`config.mk`:
```
export PLATFORM = sky130hd
export DESIGN_NAME = thm_throttle
export DESIGN_NICKNAME = d
export VERILOG_FILES = /design/src/rtl/thm_pkg.sv /design/src/rtl/thm_regs.sv /design/src/rtl/thm_hotpin.sv /design/src/rtl/thm_tirq.sv /design/src/rtl/thm_mod.sv /design/src/rtl/thm_throttle.sv
export SDC_FILE = /design/constraint.sdc
export NUM_CORES = 1
export LEC_CHECK = 0
export BUFFER_PORTS_ARGS = -buffer_cell sky130_fd_sc_hd__buf_2
export CORE_UTILIZATION = 32
export CTS_CLUSTER_DIAMETER = 200
export DETAILED_ROUTE_END_ITERATION = 7
export PLACE_DENSITY_LB_ADDON = 0.3
export SYNTH_ARGS = -nofsm -noshare
export SYNTH_HDL_FRONTEND = slang
export SYNTH_HIERARCHICAL = 1
export SYNTH_SLANG_ARGS = --single-unit
```
`constraint.sdc`:
```
create_clock -name clk -period 1.8 [get_ports clk]
set_input_delay 0.09 -clock clk [delete_from_list [all_inputs] [get_ports clk]]
set_output_delay 0.09 -clock clk [all_outputs]
set_load 0.01 [all_outputs]
```
`src/rtl/thm_pkg.sv`:
```
package thm_pkg;
   // duty field width; one modulation period has 2**DUTY_W slots
   localparam int unsigned DUTY_W = 3;

   // register addresses
   localparam int unsigned ADR_CTRL     = 0;
   localparam int unsigned ADR_PRESC    = 1;
   localparam int unsigned ADR_STCLR    = 2;
   localparam int unsigned ADR_THR_BASE = 3;

   // control byte: bit 4 on-demand enable, bits 3:1 duty, bit 0 automatic enable
   typedef struct packed {
      logic              od_en;
      logic [DUTY_W-1:0] duty;
      logic              auto_en;
   } ctrl_t;

   localparam int unsigned CTRL_W = $bits(ctrl_t);
endpackage

```
`src/rtl/thm_regs.sv`:
```
module thm_regs
   import thm_pkg::*;
#(
   parameter int unsigned ADDR_W  = 3,
   parameter int unsigned DATA_W  = 8,
   parameter int unsigned TEMP_W  = 7,
   parameter int unsigned PRESC_W = 8,
   parameter int unsigned NUM_THR = 2
) (
   input  logic                             clk,
   input  logic                             rst_n,
   input  logic                             we_i,
   input  logic [ADDR_W-1:0]                addr_i,
   input  logic [DATA_W-1:0]                wdata_i,
   output ctrl_t                            ctrl_o,
   output logic [PRESC_W-1:0]               presc_o,
   output logic [NUM_THR-1:0][TEMP_W-1:0]   thr_o,
   output logic                             oos_clr_o
);
   logic hit_ctrl, hit_presc;

   assign hit_ctrl  = we_i && (addr_i == ADDR_W'(ADR_CTRL));
   assign hit_presc = we_i && (addr_i == ADDR_W'(ADR_PRESC));
   assign oos_clr_o = we_i && (addr_i == ADDR_W'(ADR_STCLR)) && wdata_i[0];

   always_ff @(posedge clk) begin
      if (!rst_n) begin
         ctrl_o  <= '0;
         presc_o <= '0;
      end else begin
         if (hit_ctrl)  ctrl_o  <= ctrl_t'(wdata_i[CTRL_W-1:0]);
         if (hit_presc) presc_o <= wdata_i[PRESC_W-1:0];
      end
   end

   for (genvar g = 0; g < NUM_THR; g++) begin : g_thr
      logic hit_w;
      assign hit_w = we_i && (addr_i == ADDR_W'(ADR_THR_BASE + g));
      always_ff @(posedge clk) begin
         if (!rst_n)     thr_o[g] <= '0;
         else if (hit_w) thr_o[g] <= wdata_i[TEMP_W-1:0];
      end
   end
endmodule

```
`src/rtl/thm_hotpin.sv`:
```
module thm_hotpin #(
   parameter int unsigned SYNC_STAGES = 2
) (
   input  logic clk,
   input  logic rst_n,
   input  logic trip_i,
   input  logic clear_i,
   input  logic stop_grant_i,
   input  logic pin_i,
   output logic hot_o,
   output logic drive_o,
   output logic ext_req_o,
   output logic pin_irq_o
);
   logic                   hot_q, drive_q, pin_prev_q;
   logic [SYNC_STAGES-1:0] sync_q, drv_hist_q;
   logic                   pin_s, own_mask;

   // hysteresis: trip sets, clear releases, trip wins a tie
   always_ff @(posedge clk) begin
      if (!rst_n) begin
         hot_q      <= 1'b0;
         drive_q    <= 1'b0;
         pin_prev_q <= 1'b0;
      end else begin
         if (trip_i)       hot_q <= 1'b1;
         else if (clear_i) hot_q <= 1'b0;
         // new assertion blocked in stop-grant; an existing one is held through it
         drive_q    <= (hot_q && !stop_grant_i) || (drive_q && (stop_grant_i || hot_q));
         pin_prev_q <= pin_s;
      end
   end

   if (SYNC_STAGES == 1) begin : g_sync_one
      always_ff @(posedge clk) begin
         if (!rst_n) begin
            sync_q     <= '0;
            drv_hist_q <= '0;
         end else begin
            sync_q     <= pin_i;
            drv_hist_q <= drive_q;
         end
      end
   end else begin : g_sync_chain
      always_ff @(posedge clk) begin
         if (!rst_n) begin
            sync_q     <= '0;
            drv_hist_q <= '0;
         end else begin
            sync_q     <= {sync_q[SYNC_STAGES-2:0], pin_i};
            drv_hist_q <= {drv_hist_q[SYNC_STAGES-2:0], drive_q};
         end
      end
   end

   assign pin_s     = sync_q[SYNC_STAGES-1];
   assign own_mask  = drive_q || (|drv_hist_q);
   assign ext_req_o = pin_s && !own_mask;
   assign pin_irq_o = pin_s ^ pin_prev_q;
   assign hot_o     = hot_q;
   assign drive_o   = drive_q;
endmodule

```
`src/rtl/thm_tirq.sv`:
```
module thm_tirq #(
   parameter int unsigned TEMP_W  = 7,
   parameter int unsigned NUM_THR = 2
) (
   input  logic                           clk,
   input  logic                           rst_n,
   input  logic [TEMP_W-1:0]              temp_i,
   input  logic [NUM_THR-1:0][TEMP_W-1:0] thr_i,
   output logic [NUM_THR-1:0]             irq_o
);
   logic primed_q;

   always_ff @(posedge clk) begin
      if (!rst_n) primed_q <= 1'b0;
      else        primed_q <= 1'b1;
   end

   for (genvar g = 0; g < NUM_THR; g++) begin : g_cmp
      logic at_or_above_w, cmp_q, irq_q;
      // smaller reading means hotter
      assign at_or_above_w = (temp_i <= thr_i[g]);
      always_ff @(posedge clk) begin
         if (!rst_n) begin
            cmp_q <= 1'b0;
            irq_q <= 1'b0;
         end else begin
            cmp_q <= at_or_above_w;
            irq_q <= primed_q && (at_or_above_w != cmp_q);
         end
      end
      assign irq_o[g] = irq_q;
   end
endmodule

```
`src/rtl/thm_mod.sv`:
```
module thm_mod
   import thm_pkg::*;
#(
   parameter int unsigned PRESC_W = 8
) (
   input  logic               clk,
   input  logic               rst_n,
   input  ctrl_t              ctrl_i,
   input  logic [PRESC_W-1:0] presc_i,
   input  logic               hot_i,
   input  logic               ext_req_i,
   input  logic               shut_i,
   output logic               clk_en_o,
   output logic               active_o
);
   localparam int unsigned     SLOTS   = 1 << DUTY_W;
   localparam logic [DUTY_W:0] HALF_ON = (DUTY_W+1)'(SLOTS / 2);

   logic               auto_req, active;
   logic [DUTY_W:0]    n_on;
   logic [PRESC_W-1:0] pcnt_q;
   logic [DUTY_W-1:0]  slot_q;

   // automatic path has precedence over on-demand
   assign auto_req = ctrl_i.auto_en && (hot_i || ext_req_i);
   assign active   = auto_req || ctrl_i.od_en;

   always_comb begin
      if (auto_req || ctrl_i.duty == '0) n_on = HALF_ON;
      else                               n_on = {1'b0, ctrl_i.duty};
   end

   always_ff @(posedge clk) begin
      if (!rst_n || !active) begin
         pcnt_q <= '0;
         slot_q <= '0;
      end else if (pcnt_q == presc_i) begin
         pcnt_q <= '0;
         slot_q <= slot_q + DUTY_W'(1);
      end else begin
         pcnt_q <= pcnt_q + PRESC_W'(1);
      end
   end

   assign clk_en_o = !shut_i && (!active || ({1'b0, slot_q} < n_on));
   assign active_o = active;
endmodule

```
`src/rtl/thm_throttle.sv`:
```
module thm_throttle
   import thm_pkg::*;
#(
   parameter int unsigned ADDR_W      = 3,
   parameter int unsigned DATA_W      = 8,
   parameter int unsigned TEMP_W      = 7,
   parameter int unsigned PRESC_W     = 8,
   parameter int unsigned NUM_THR     = 2,
   parameter int unsigned SYNC_STAGES = 2
) (
   input  logic               clk,
   input  logic               rst_n,
   input  logic               cfg_we_i,
   input  logic [ADDR_W-1:0]  cfg_addr_i,
   input  logic [DATA_W-1:0]  cfg_wdata_i,
   input  logic               trip_flag_i,
   input  logic               clear_flag_i,
   input  logic [TEMP_W-1:0]  temp_rel_i,
   input  logic               hot_pin_i,
   input  logic               cat_flag_i,
   input  logic               stop_grant_i,
   output logic               core_clk_en_o,
   output logic               hot_pin_drive_o,
   output logic               therm_trip_o,
   output logic [NUM_THR-1:0] thr_irq_o,
   output logic               pin_irq_o,
   output logic               mod_active_o,
   output logic               hot_o,
   output logic               oos_o
);
   // elaboration-time parameter checks
   if (DATA_W < CTRL_W || DATA_W < TEMP_W || DATA_W < PRESC_W) begin : g_bad_data_w
      $error("thm_throttle: DATA_W too narrow for a register field");
   end
   if (NUM_THR < 1 || (ADR_THR_BASE + NUM_THR) > (1 << ADDR_W)) begin : g_bad_thr
      $error("thm_throttle: thresholds do not fit the address space");
   end
   if (SYNC_STAGES < 1) begin : g_bad_sync
      $error("thm_throttle: SYNC_STAGES must be at least 1");
   end

   ctrl_t                          ctrl;
   logic [PRESC_W-1:0]             presc;
   logic [NUM_THR-1:0][TEMP_W-1:0] thr;
   logic                           oos_clr, ext_req, trip_q, oos_q;

   thm_regs #(
      .ADDR_W(ADDR_W), .DATA_W(DATA_W), .TEMP_W(TEMP_W),
      .PRESC_W(PRESC_W), .NUM_THR(NUM_THR)
   ) u_regs (
      .clk(clk), .rst_n(rst_n), .we_i(cfg_we_i), .addr_i(cfg_addr_i),
      .wdata_i(cfg_wdata_i), .ctrl_o(ctrl), .presc_o(presc), .thr_o(thr),
      .oos_clr_o(oos_clr)
   );

   thm_hotpin #(.SYNC_STAGES(SYNC_STAGES)) u_hotpin (
      .clk(clk), .rst_n(rst_n), .trip_i(trip_flag_i), .clear_i(clear_flag_i),
      .stop_grant_i(stop_grant_i), .pin_i(hot_pin_i), .hot_o(hot_o),
      .drive_o(hot_pin_drive_o), .ext_req_o(ext_req), .pin_irq_o(pin_irq_o)
   );

   thm_tirq #(.TEMP_W(TEMP_W), .NUM_THR(NUM_THR)) u_tirq (
      .clk(clk), .rst_n(rst_n), .temp_i(temp_rel_i), .thr_i(thr), .irq_o(thr_irq_o)
   );

   thm_mod #(.PRESC_W(PRESC_W)) u_mod (
      .clk(clk), .rst_n(rst_n), .ctrl_i(ctrl), .presc_i(presc), .hot_i(hot_o),
      .ext_req_i(ext_req), .shut_i(trip_q), .clk_en_o(core_clk_en_o),
      .active_o(mod_active_o)
   );

   // catastrophic path: independent of every mode and enable
   always_ff @(posedge clk) begin
      if (!rst_n) begin
         trip_q <= 1'b0;
         oos_q  <= 1'b0;
      end else begin
         trip_q <= trip_q || cat_flag_i;
         if (cat_flag_i)   oos_q <= 1'b1;
         else if (oos_clr) oos_q <= 1'b0;
      end
   end

   assign therm_trip_o = trip_q;
   assign oos_o        = oos_q;
endmodule

```
== Word-level counts from Yosys, hierarchy flattened ==
Index checks and enable logic that the tools add are counted.

* $add $sub $neg: 2
* $lt $le $gt $ge: 3
* Equal/unequal tests: 7
* Mux-type cells: 6
* Bitwise operators: 1
* Reduce and logical (&&, ||, !) cells: 33

{| class="wikitable"
|+ Operator list
! kind !! count
|-
| 7-bit <= comparator || 2
|-
| 1-bit logical AND || 13
|-
| 1-bit logical OR || 9
|-
| 8-bit by 1-bit adder with 8-bit output (second input constant) || 1
|-
| 8-bit == test || 1
|-
| 3-bit by 2-bit == test with 1-bit output (second input constant) || 2
|-
| 3-bit logical NOT || 2
|-
| 1-bit logical NOT || 5
|-
| 1-bit 2-to-1 mux || 5
|-
| 2-bit nonzero test || 2
|-
| 2-bit OR reduction || 2
|-
| 3-bit by 1-bit adder with 3-bit output (second input constant) || 1
|-
| 3-bit by 1-bit == test with 1-bit output (second input constant) || 1
|-
| 3-bit == test (second input constant) || 1
|-
| 3-bit < comparator || 1
|-
| 3-bit 2-to-1 mux || 1
|-
| 1-bit inequality test || 2
|-
| 1-bit XOR || 1
|}

* Bits in registers: 52
* Input bits: 26
* Output and inout port bits: 9
* Word-level logic and storage cells: 72

== Longest topological paths before layout ==
Gate-level depths: netlist (run 1).

* Depth in word-level cells: 11
* Gate-level depth with buffers: 7
* Depth with buffers taken out: 7

== By module ==
Netlist (run 1), hierarchy kept.

{| class="wikitable"
|+ Modules (own cells, without submodules)
! module !! instances !! cells an instance !! area an instance (um^2) !! sequential area each (um^2)
|-
| thm_regs || 1 || 103 || 1037.2 || 540.5
|-
| thm_mod || 1 || 71 || 633.1 || 220.2
|-
| thm_tirq || 1 || 70 || 586.8 || 100.1
|-
| thm_hotpin || 1 || 18 || 225.2 || 140.1
|-
| thm_throttle || 1 || 5 || 68.8 || 40.0
|}

== Worst setup path before layout (run 1) ==
OpenSTA, ideal clock, no wires.

* Kind: flip-flop to flip-flop
* From: register u_regs/thr_o[5] in the netlist's numbering
* To: register u_tirq.g_cmp[0].irq_q
* Library setup time: 127 ps
* Arrival: 1526 ps
* Required time: 1673 ps
* Path slack: 147 ps
* Cell stages (with the launch flop): 7
* Path buffers: 0
* Period minus slack after synthesis: 1653 ps
* Path through: dfxtp_1 > inv_1 > ha_1 > and4_1 > a21boi_4 > o2111a_1 > or3_1

* Word-level cells in the longest chain between the ends: 3

{| class="wikitable"
|+ RTL lines
! what !! RTL line !! RTL
|-
| start, declared || thm_regs.sv:17 || <nowiki>output logic [NUM_THR-1:0][TEMP_W-1:0] thr_o,</nowiki>
|-
| start signal, assigned by index || thm_regs.sv:41 || <nowiki>else if (hit_w) thr_o[g] <= wdata_i[TEMP_W-1:0];</nowiki>
|-
| 7-bit <= comparator || thm_tirq.sv:21 || <nowiki>assign at_or_above_w = (temp_i <= thr_i[g]);</nowiki>
|-
| 1-bit inequality test || thm_tirq.sv:28 || <nowiki>irq_q <= primed_q && (at_or_above_w != cmp_q);</nowiki>
|-
| 1-bit logical AND || thm_tirq.sv:28 ||
|-
| end signal, assigned || thm_tirq.sv:28 ||
|-
| end, declared || thm_tirq.sv:19 || <nowiki>logic at_or_above_w, cmp_q, irq_q;</nowiki>
|}

No other way between the ends.
A chain may end at the register's enable or synchronous reset.

== Worst setup path after layout (run 1) ==
* From: register u_hotpin.drv_hist_q[1]
* To: output port core_clk_en_o

* Word-level cells in the longest chain between the ends: 11
* Elaborated cells on any way between the ends: 13
* Classes of those cells: order compare: 1; mux: 1; reduce/logical: 11

{| class="wikitable"
|+ RTL lines
! what !! RTL line !! RTL
|-
| start, declared || thm_hotpin.sv:16 || <nowiki>logic [SYNC_STAGES-1:0] sync_q, drv_hist_q;</nowiki>
|-
| start signal, assigned || thm_hotpin.sv:51 || <nowiki>drv_hist_q <= {drv_hist_q[SYNC_STAGES-2:0], drive_q};</nowiki>
|-
| 2-bit OR reduction * || thm_hotpin.sv:57 || <nowiki>assign own_mask = drive_q || (|drv_hist_q);</nowiki>
|-
| 1-bit logical OR * || thm_hotpin.sv:57 ||
|-
| 1-bit logical NOT * || thm_hotpin.sv:58 || <nowiki>assign ext_req_o = pin_s && !own_mask;</nowiki>
|-
| 1-bit logical AND * || thm_hotpin.sv:58 ||
|-
| net ext_req || thm_throttle.sv:45 || <nowiki>logic oos_clr, ext_req, trip_q, oos_q;</nowiki>
|-
| 1-bit logical OR * || thm_mod.sv:25 || <nowiki>assign auto_req = ctrl_i.auto_en && (hot_i || ext_req_i);</nowiki>
|-
| 1-bit logical AND * || thm_mod.sv:25 ||
|-
| 1-bit logical OR || thm_mod.sv:29 || <nowiki>if (auto_req || ctrl_i.duty == '0) n_on = HALF_ON;</nowiki>
|-
| 3-bit 2-to-1 mux || thm_mod.sv:29 ||
|-
| 3-bit < comparator || thm_mod.sv:45 || <nowiki>assign clk_en_o = !shut_i && (!active || ({1'b0, slot_q} < n_on));</nowiki>
|-
| 1-bit logical OR * || thm_mod.sv:45 ||
|-
| 1-bit logical AND * || thm_mod.sv:45 ||
|-
| end, declared || thm_throttle.sv:22 || <nowiki>output logic core_clk_en_o,</nowiki>
|}

The timed path passes the listed nets; every way through them passes the cells marked *.

==> flow_summary.json, run 1 <==
{
  "finalSetupViolCount": 1,
  "fin_area_mm2": 0.00304,
  "combPwrFrac_pct": 11.7,
  "end_kind": "output pin",
  "violations": "setup timing",
  "crit_type": "reg -> out",
  "cts_root_buffer": "clkbuf_8",
  "p_per_area_mw_per_mm2": 695,
  "grt_util_all_layers_pct": 12.8,
  "synthArstFlopShare_pct": 0,
  "min_period_over_period_pct": 110,
  "htree_levels": 2,
  "critical_path_arrival_ns": 1.89,
  "rows": 32,
  "final_layout_size_suffix_gt1_share_pct": 23.2,
  "firstDrtPassIters": 4,
  "startpoint_type": "flip-flop",
  "area_delta_synth_final_pct": 19.0,
  "drc": 0,
  "synthFlopType": "dfxtp_1",
  "grt_overflow": 0,
  "clkTransAtPathRegs_ns": 0.10,
  "drt_iter0_drc": 52,
  "tightestPinTransition_ns": 0.584,
  "slew_violations": 0,
  "drv_cap": 0,
  "syn_avg_cell_area_um2": 9.56,
  "critPathRequiredTime_ns": 1.71,
  "dieArea_mm2": 0.00833,
  "place_area_mm2": 0.00283,
  "post-route-util_pct": 39.3,
  "p_leak_nw": 1.36,
  "ys_seq_area_share_pct": 40.8,
  "max_slew_margin_pct": 60.8,
  "numPortBuffers": 34,
  "cts_tree": "built",
  "ios": 35,
  "status": "finished, violations left",
  "max-clock-path-buffers": 2,
  "synth_nets": 311,
  "synth_cells": 267,
  "finalCriticalPeriod_ns": 1.98,
  "power_frac_seq_pct": 56.7,
  "place_congestion": 0.772,
  "intPower_mw": 1.57,
  "max_clock_freq_mhz": 505,
  "path_max_fanout": 2,
  "initial_utilization_pct": 33.0,
  "p_switching_mw": 0.537,
  "numCtsBuffers": 5,
  "pwr-share-clk_pct": 31.6,
  "die_x_um": 91.3,
  "final_cell_mix": "dfxtp_1 (47), nand2_1 (38), buf_2 (34)",
  "wl_per_cell_um": 12.3,
  "ys_types": 47,
  "mostFrequentLayoutCell": "dfxtp_1",
  "n_antenna_cell": 0,
  "core_area_mm2": 0.00773,
  "yosys_warnings": 6,
  "die-height_um": 91.3,
  "dp_hpwl_um": 3760,
  "grt_pass1_wl_um": 8540,
  "worstHoldPathType": "in -> reg",
  "clk_latency_ns": 0.31,
  "viasPerCell": 4.61,
  "syn_area_mm2": 0.00255,
  "hold_viol": 0,
  "grt_max_degree": 20,
  "synth_edf_count": 0,
  "sw_frac_of_total_pct": 25.4,
  "total_power_mw": 2.11,
  "finClkSkew_ns": 0.0150,
  "tns_ns": -0.181,
  "nets": 353,
  "pre_cts_slack_ns": 0.0565,
  "final.setup.worst_slack_ns": -0.181,
  "ir_drop_mv": 0.319,
  "rsz0062_at_grt": "true",
  "ant_nets": 0,
  "wirelength_um": 5050,
  "yosys_register_bits": 52,
  "cts_sinks": 52,
  "vias": 1898,
  "grt_pass1_vias": 1838,
  "antenna_found_initial": 0
}
## sequential cells by signal, indices dropped and copies added, names as in the netlist, 2 cells and up, named ones only
name	count
u_regs/ctrl_o	5
u_mod/pcnt_q	8
u_hotpin/sync_q	2
u_regs/presc_o	8
u_mod/slot_q	3
u_tirq/g_cmp.irq_q	2
u_hotpin/drv_hist_q	2
u_regs/thr_o	14
u_tirq/g_cmp.cmp_q	2
## power by group through the flow
stage          Combinational (mW)  Sequential [mW]  Clock (mW)
3_3_place_gp                0.225             1.22           0
2_1_floorplan               0.144             1.22           0
6_report                    0.247             1.20       0.666
4_1_cts                     0.239             1.20       0.696
5_1_grt                     0.278             1.20       0.750
3_5_place_dp                0.230             1.22           0
## logic make-up (layout without fill, tap and decap cells)
group	Yosys count	after routing	share of synthesized area, %
AO/OA/AOI/OAI	29	29	8.53
XOR/XNOR	15	15	5.44
adder cells (fa/ha/maj)	18	18	8.83
buffers and inverters	27	70	4.71
flip-flops	52	52	40.8
multiplexers	29	29	11.4
AND/OR/NAND/NOR	97	97	20.3
## layer usage
layer / up-vias / track usage [%] / routed length (um)
met3: 11 / 3.27 / 160
li1: 991 / - / -
met2: 25 / 21.5 / 2380
met1: 871 / 16.0 / 2420
met4: 0 / 4.37 / 87
met5: - / 0 / 0
## layout make-up
cell class | count | area, um^2
inverter | 17 | 63.8
fill | 784 | 4690
clock inverter | 2 | 16.3
clock buffer | 6 | 72.6
timing repair buffer | 45 | 258
tap | 102 | 128
multi-input combinational | 188 | 1450
sequential | 52 | 1050
## worst max-delay path, stage by stage, from the launching register on
cell       delay (ns)
dfxtp_2          0.33
nor4b_2          0.25
o21a_1           0.19
nand2b_4         0.14
ha_4             0.19
o31a_1           0.10
o21ai_1          0.13
o2bb2ai_1        0.12
buf_2            0.14
## cell usage after synthesis, types with 3 or more instances
library cell | n | share of area [%]
dfxtp_1 | 52 | 41
nand2_1 | 38 | 5.6
mux2i_1 | 29 | 11
ha_1 | 18 | 8.8
inv_1 | 17 | 2.5
nor2_1 | 12 | 1.8
and2_1 | 8 | 2.0
xnor2_1 | 8 | 2.7
a21oi_1 | 7 | 1.4
nand3_1 | 7 | 1.4
xor2_1 | 6 | 2.1
o21a_1 | 5 | 1.5
clkbuf_1 | 4 | 0.59
nand2b_1 | 4 | 0.98
o21ai_0 | 4 | 0.78
or3_1 | 4 | 0.98
buf_2 | 3 | 0.59
nand4_1 | 3 | 0.74
## through the flow
stage | hold slack, ns | instances
2_1_floorplan | 0.118 | 267
4_1_cts | 0.00451 | 410
6_report | 0.00979 | 412
3_3_place_gp | 0.300 | 398
5_1_grt | 0.00915 | 412
3_5_place_dp | 0.307 | 398
## repair_timing
action	in CTS	in global routing
resized for setup	7	7
pin swaps	4	6
endpoints found under the setup margin	1	3
hold endpoints to repair	2	0
hold buffers	2	0
buffers inserted	2	2
## worst paths after layout
check	start	end	slack (ns)	cells past startpoint
max	u_hotpin/drv_hist_q[1]	core_clk_en_o	-0.18	8
min	cat_flag_i	therm_trip_o	0.01	2
max reg2reg	u_regs/thr_o[10]	u_tirq/g_cmp[1].irq_q	0.07	6
min reg2reg	u_hotpin/sync_q[0]	u_hotpin/sync_q[1]	0.45	1
Power figures use the tool's default switching activity.
==> inputs of run 2 (changes only) <==
CAP_MARGIN = 20   (was unset)
CORE_UTILIZATION = 57   (was 32)
GPL_ROUTABILITY_DRIVEN = 0   (was unset)
==> flow_summary.json, run 2 (same netlist as run 1, synthesis figures left out) <==
{
  "dp_cells": 344,
  "violations": "setup timing",
  "largest_reg_flops": 14,
  "numCtsBuffers": 5,
  "finalSetupViolCount": 1,
  "final_layout_size_suffix_gt1_share_pct": 24.1,
  "r2r_start": "u_regs/thr_o[13]",
  "end_kind": "output pin",
  "ff_latch_area_mm2": 0.00105,
  "nets": 350,
  "max-clock-path-buffers": 2,
  "crit_buf_inv": 1,
  "tns_ns": -0.192,
  "final.setup.worst_slack_ns": -0.192,
  "critical_path_arrival_ns": 1.90,
  "vias": 1995,
  "dp_hpwl_um": 3540,
  "p_per_area_mw_per_mm2": 740,
  "hold_viol": 0,
  "n_antenna_cell": 0,
  "max_slew_margin_pct": 58.8,
  "combPwrFrac_pct": 11.2,
  "ant_nets": 0,
  "htree_levels": 2,
  "core_area_mm2": 0.00414,
  "grt_max_degree": 34,
  "wl_per_cell_um": 13.9,
  "cpMaxStageDelayCell": "dfxtp_2",
  "worst-path-stages": 8,
  "finClkSkew_ns": 0.00549,
  "grt_pass1_vias": 1947,
  "status": "finished, violations left",
  "total_power_mw": 2.23,
  "n_fill_cell": 332,
  "clk_latency_ns": 0.30,
  "slew_violations": 0,
  "dieArea_mm2": 0.00475,
  "pwr-share-clk_pct": 34.9,
  "regMostFlops": "u_regs/thr_o",
  "critPathRequiredTime_ns": 1.71,
  "worstHoldPathType": "in -> reg",
  "path_max_fanout": 2,
  "ios": 35,
  "min_path_cells": 2,
  "multiInputGateArea_mm2": 0.00148,
  "critPathCapture": "core_clk_en_o",
  "p_leak_nw": 1.37,
  "drt_iter0_drc": 77,
  "startpoint_type": "flip-flop",
  "ff2ff_path_depth": 6,
  "rsz0062_at_grt": "true",
  "max_clock_freq_mhz": 502,
  "crit_type": "reg -> out",
  "fin_area_mm2": 0.00301,
  "initial_utilization_pct": 61.6,
  "path_cells": "nor4b_4 -> o21a_1 -> nand2b_4 -> ha_4 -> o31a_1 -> o21ai_1 -> o2bb2ai_1 -> buf_2",
  "area_delta_synth_final_pct": 18.0,
  "finalCriticalPeriod_ns": 1.99,
  "place_area_mm2": 0.00276,
  "pre_cts_slack_ns": 0.0501,
  "die_x_um": 68.9,
  "drv_cap": 0,
  "cts_sinks": 52,
  "viasPerCell": 5.59,
  "cp_top_family": "compound AO/OA/AOI/OAI gates",
  "power_frac_seq_pct": 53.8,
  "tightestPinTransition_ns": 0.614,
  "grt_overflow": 0,
  "cts_root_buffer": "clkbuf_8",
  "final_cell_mix": "dfxtp_1 (46), nand2_1 (38), buf_2 (34)",
  "max_stage_delay_ns": 0.34,
  "cts_tree": "built",
  "rr_endpoint": "u_tirq/g_cmp[1].irq_q",
  "drc": 0,
  "sw_frac_of_total_pct": 23.3,
  "final_cells": 357,
  "p_switching_mw": 0.519,
  "wirelength_um": 4970,
  "die-height_um": 68.9,
  "min_period_over_period_pct": 111,
  "rows": 23,
  "mostFrequentLayoutCell": "dfxtp_1",
  "clkTransAtPathRegs_ns": 0.09,
  "firstDrtPassIters": 4,
  "reg2reg_slack_ns": 0.07,
  "largestRegisters": "u_regs/thr_o: 14 flops, u_mod/pcnt_q: 8 flops, u_regs/presc_o: 8 flops",
  "antenna_found_initial": 0,
  "ir_drop_mv": 0.506,
  "intPower_mw": 1.71,
  "numPortBuffers": 34,
  "grt_pass1_wl_um": 7990,
  "grt_util_all_layers_pct": 22.8
}
==> run 2: area by class of cell <==
cell class	count	area share, %
multi-input cells	188	49.1
flip-flops and latches	52	34.8
repair buffers	42	8.14
clock buffers	5	2.29
inverters	17	2.12
well taps	50	2.08
clock inverters	3	1.41
==> run 2: worst min-delay path by stage <==
stage                start         endpoint  slack (ns)
6_report       trip_flag_i   u_hotpin/hot_o       0.002
5_1_grt        trip_flag_i   u_hotpin/hot_o       0.002
4_1_cts        trip_flag_i   u_hotpin/hot_o      0.0003
3_5_place_dp   trip_flag_i   u_hotpin/hot_o        0.32
3_3_place_gp   trip_flag_i   u_hotpin/hot_o        0.30
2_1_floorplan        rst_n  u_tirq/primed_q        0.12
==> run 2: metrics by stage <==
| stage | hold slack (ns) | utilization [%] |
|---|---|---|
| 3_3_place_gp | 0.304 | 66.7 |
| 4_1_cts | 0.000337 | 69.9 |
| 2_1_floorplan | 0.118 | - |
| 3_5_place_dp | 0.316 | 66.7 |
| 5_1_grt | 0.00188 | 72.7 |
| 6_report | 0.00238 | 72.7 |
==> run 2: power groups by stage <==
stage                     Clock, mW  Combinational [mW]  Sequential (mW)
final                         0.779               0.250             1.20
after floorplan                   0               0.144             1.22
after global placement            0               0.219             1.22
after detailed placement          0               0.225             1.22
after CTS                     0.808               0.231             1.20
after global routing          0.850               0.281             1.20
==> run 2: layer usage <==
metal | global-route usage [%] | vias up | share of wire (%)
li1 | - | 991 | -
met1 | 26.3 | 947 | 46
met2 | 40.2 | 50 | 48
met3 | 4.93 | 7 | 4.7
met4 | 9.95 | 0 | 1.4
met5 | 0 | - | 0
==> run 2: timing repair <==
| action | in CTS | in global routing |
|---|---|---|
| cloned | 0 | 0 |
| hold endpoints to repair | 1 | 0 |
| endpoints found under the setup margin | 1 | 3 |
| pin swaps | 2 | 9 |
| setup buffers | 1 | 3 |
| resized for setup | 3 | 15 |
| hold buffers | 1 | 0 |
==> inputs of run 3 (changes only) <==
CORE_UTILIZATION = 45   (was 57)
==> flow_summary.json, run 3 (same netlist as run 1, synthesis figures left out) <==
{
  "numCtsBuffers": 5,
  "numPortBuffers": 34,
  "min-delay-start": "cat_flag_i",
  "final.setup.worst_slack_ns": -0.119,
  "cts_sinks": 52,
  "finClkSkew_ns": 0.00537,
  "mostFrequentLayoutCell": "dfxtp_1",
  "dp_hpwl_um": 3620,
  "rr_endpoint": "u_tirq/g_cmp[1].irq_q",
  "drv_cap": 0,
  "place_area_mm2": 0.00279,
  "path_max_fanout": 2,
  "tightestPinTransition_ns": 0.567,
  "viasPerCell": 5.05,
  "fin_area_mm2": 0.00295,
  "p_per_area_mw_per_mm2": 719,
  "grt_max_degree": 22,
  "largest_reg_flops": 14,
  "grt_pass1_vias": 1773,
  "min_path_cells": 2,
  "worstHoldPathType": "in -> reg",
  "rsz0062_at_grt": "true",
  "critPathRequiredTime_ns": 1.71,
  "critical_path_arrival_ns": 1.83,
  "violations": "setup timing",
  "max_clock_freq_mhz": 521,
  "max_stage_delay_ns": 0.32,
  "clk_latency_ns": 0.29,
  "wl_per_cell_um": 12.9,
  "n_antenna_cell": 0,
  "end_kind": "output pin",
  "initial_utilization_pct": 46.6,
  "ios": 35,
  "r2r_start": "u_regs/thr_o[9]",
  "final_cell_mix": "dfxtp_1 (49), nand2_1 (38), buf_2 (34)",
  "tns_ns": -0.119,
  "vias": 1910,
  "reg2reg_slack_ns": 0.05,
  "grt_pass1_wl_um": 7790,
  "die-height_um": 77.3,
  "max-clock-path-buffers": 2,
  "hold_viol": 0,
  "ant_nets": 0,
  "startpoint_type": "flip-flop",
  "rows": 27,
  "crit_type": "reg -> out",
  "slew_violations": 0,
  "pre_cts_slack_ns": 0.0639,
  "crit_buf_inv": 1,
  "finalSetupViolCount": 1,
  "p_leak_nw": 1.35,
  "antenna_found_initial": 0,
  "dieArea_mm2": 0.00597,
  "max_slew_margin_pct": 62.0,
  "crit_path_start": "u_hotpin/drv_hist_q[1]",
  "largestRegisters": "u_regs/thr_o: 14 flops, u_mod/pcnt_q: 8 flops, u_regs/presc_o: 8 flops",
  "cp_top_family": "compound AO/OA/AOI/OAI gates",
  "ff2ff_path_depth": 6,
  "firstDrtPassIters": 4,
  "drc": 0,
  "core_area_mm2": 0.00547,
  "path_cells": "nor4b_2 -> o21a_1 -> nand2b_4 -> ha_4 -> o31a_1 -> o21ai_2 -> o2bb2ai_1 -> buf_2",
  "finalCriticalPeriod_ns": 1.92,
  "ir_drop_mv": 0.315,
  "clkTransAtPathRegs_ns": 0.09,
  "cts_tree": "built",
  "drt_iter0_drc": 109,
  "cts_root_buffer": "clkbuf_8",
  "die_x_um": 77.3,
  "status": "finished, violations left",
  "nets": 350,
  "wirelength_um": 4870,
  "final_layout_size_suffix_gt1_share_pct": 20.9,
  "grt_util_all_layers_pct": 16.6,
  "grt_overflow": 0,
  "regMostFlops": "u_regs/thr_o",
  "min_period_over_period_pct": 107,
  "cpMaxStageDelayCell": "dfxtp_2",
  "area_delta_synth_final_pct": 15.7,
  "htree_levels": 2,
  "min_to": "oos_o"
}
==> run 3: cell count changes in the layout (fill, tap and decap cells not counted), moves of 2 or more <==
cell      change
clkbuf_8      +2
ha_1          +4
ha_4          -4
dfxtp_1       +3
dfxtp_2       -3
==> run 3: per-layer routing <==
metal | wire, um | share of wire, % | GRT usage [%]
met1 | 2450 | 50 | 21.4
met2 | 2170 | 45 | 26.8
met3 | 221 | 4.5 | 4.29
met4 | 27 | 0.55 | 5.09
met5 | 0 | 0 | 0
==> run 3: repair_timing <==
action	CTS	global route
hold buffers	1	1
hold endpoints to repair	1	1
setup buffers	1	1
resized for setup	6	3
pin swaps	4	3
endpoints found under the setup margin	1	2
==> run 3: layout make-up <==
| class | instances | area [um^2] |
|---|---|---|
| clock buffer | 7 | 96.3 |
| timing repair buffer | 42 | 235 |
| multi-input combinational | 188 | 1420 |
| inverter | 17 | 63.8 |
| sequential | 52 | 1040 |
| fill | 513 | 2520 |
| tap | 72 | 90.1 |
==> run 3: power by group <==
group / total [mW] / switching, mW / internal, mW
Combinational: 0.235 / 0.126 / 0.109
Sequential: 1.20 / 0.0184 / 1.18
Clock: 0.689 / 0.346 / 0.343
Total: 2.12 / 0.490 / 1.63
==> run 3: worst max path at each step <==
| stage | end | slack (ns) | depth (start not counted) |
|---|---|---|---|
| 3_3_place_gp | u_tirq/g_cmp[1].irq_q | 0.08 | 6 |
| 6_report | core_clk_en_o | -0.12 | 8 |
| 5_1_grt | core_clk_en_o | -0.23 | 8 |
| 4_1_cts | core_clk_en_o | -0.15 | 8 |
| 2_1_floorplan | u_tirq/g_cmp[0].irq_q | 0.15 | 6 |
| 3_5_place_dp | u_tirq/g_cmp[1].irq_q | 0.06 | 6 |
==> run 3: metrics by stage <==
| stage | utilization [%] | std cells | hold WS [ns] | power, mW |
|---|---|---|---|---|
| floorplan | - | 267 | 0.118 | 1.37 |
| global placement | 50.9 | 367 | 0.300 | 1.44 |
| detailed placement | 50.9 | 367 | 0.305 | 1.45 |
| CTS | 53.5 | 376 | 0.00900 | 2.14 |
| global route | 54.0 | 378 | 0.0122 | 2.23 |
| finish | 54.0 | 378 | 0.0168 | 2.12 |
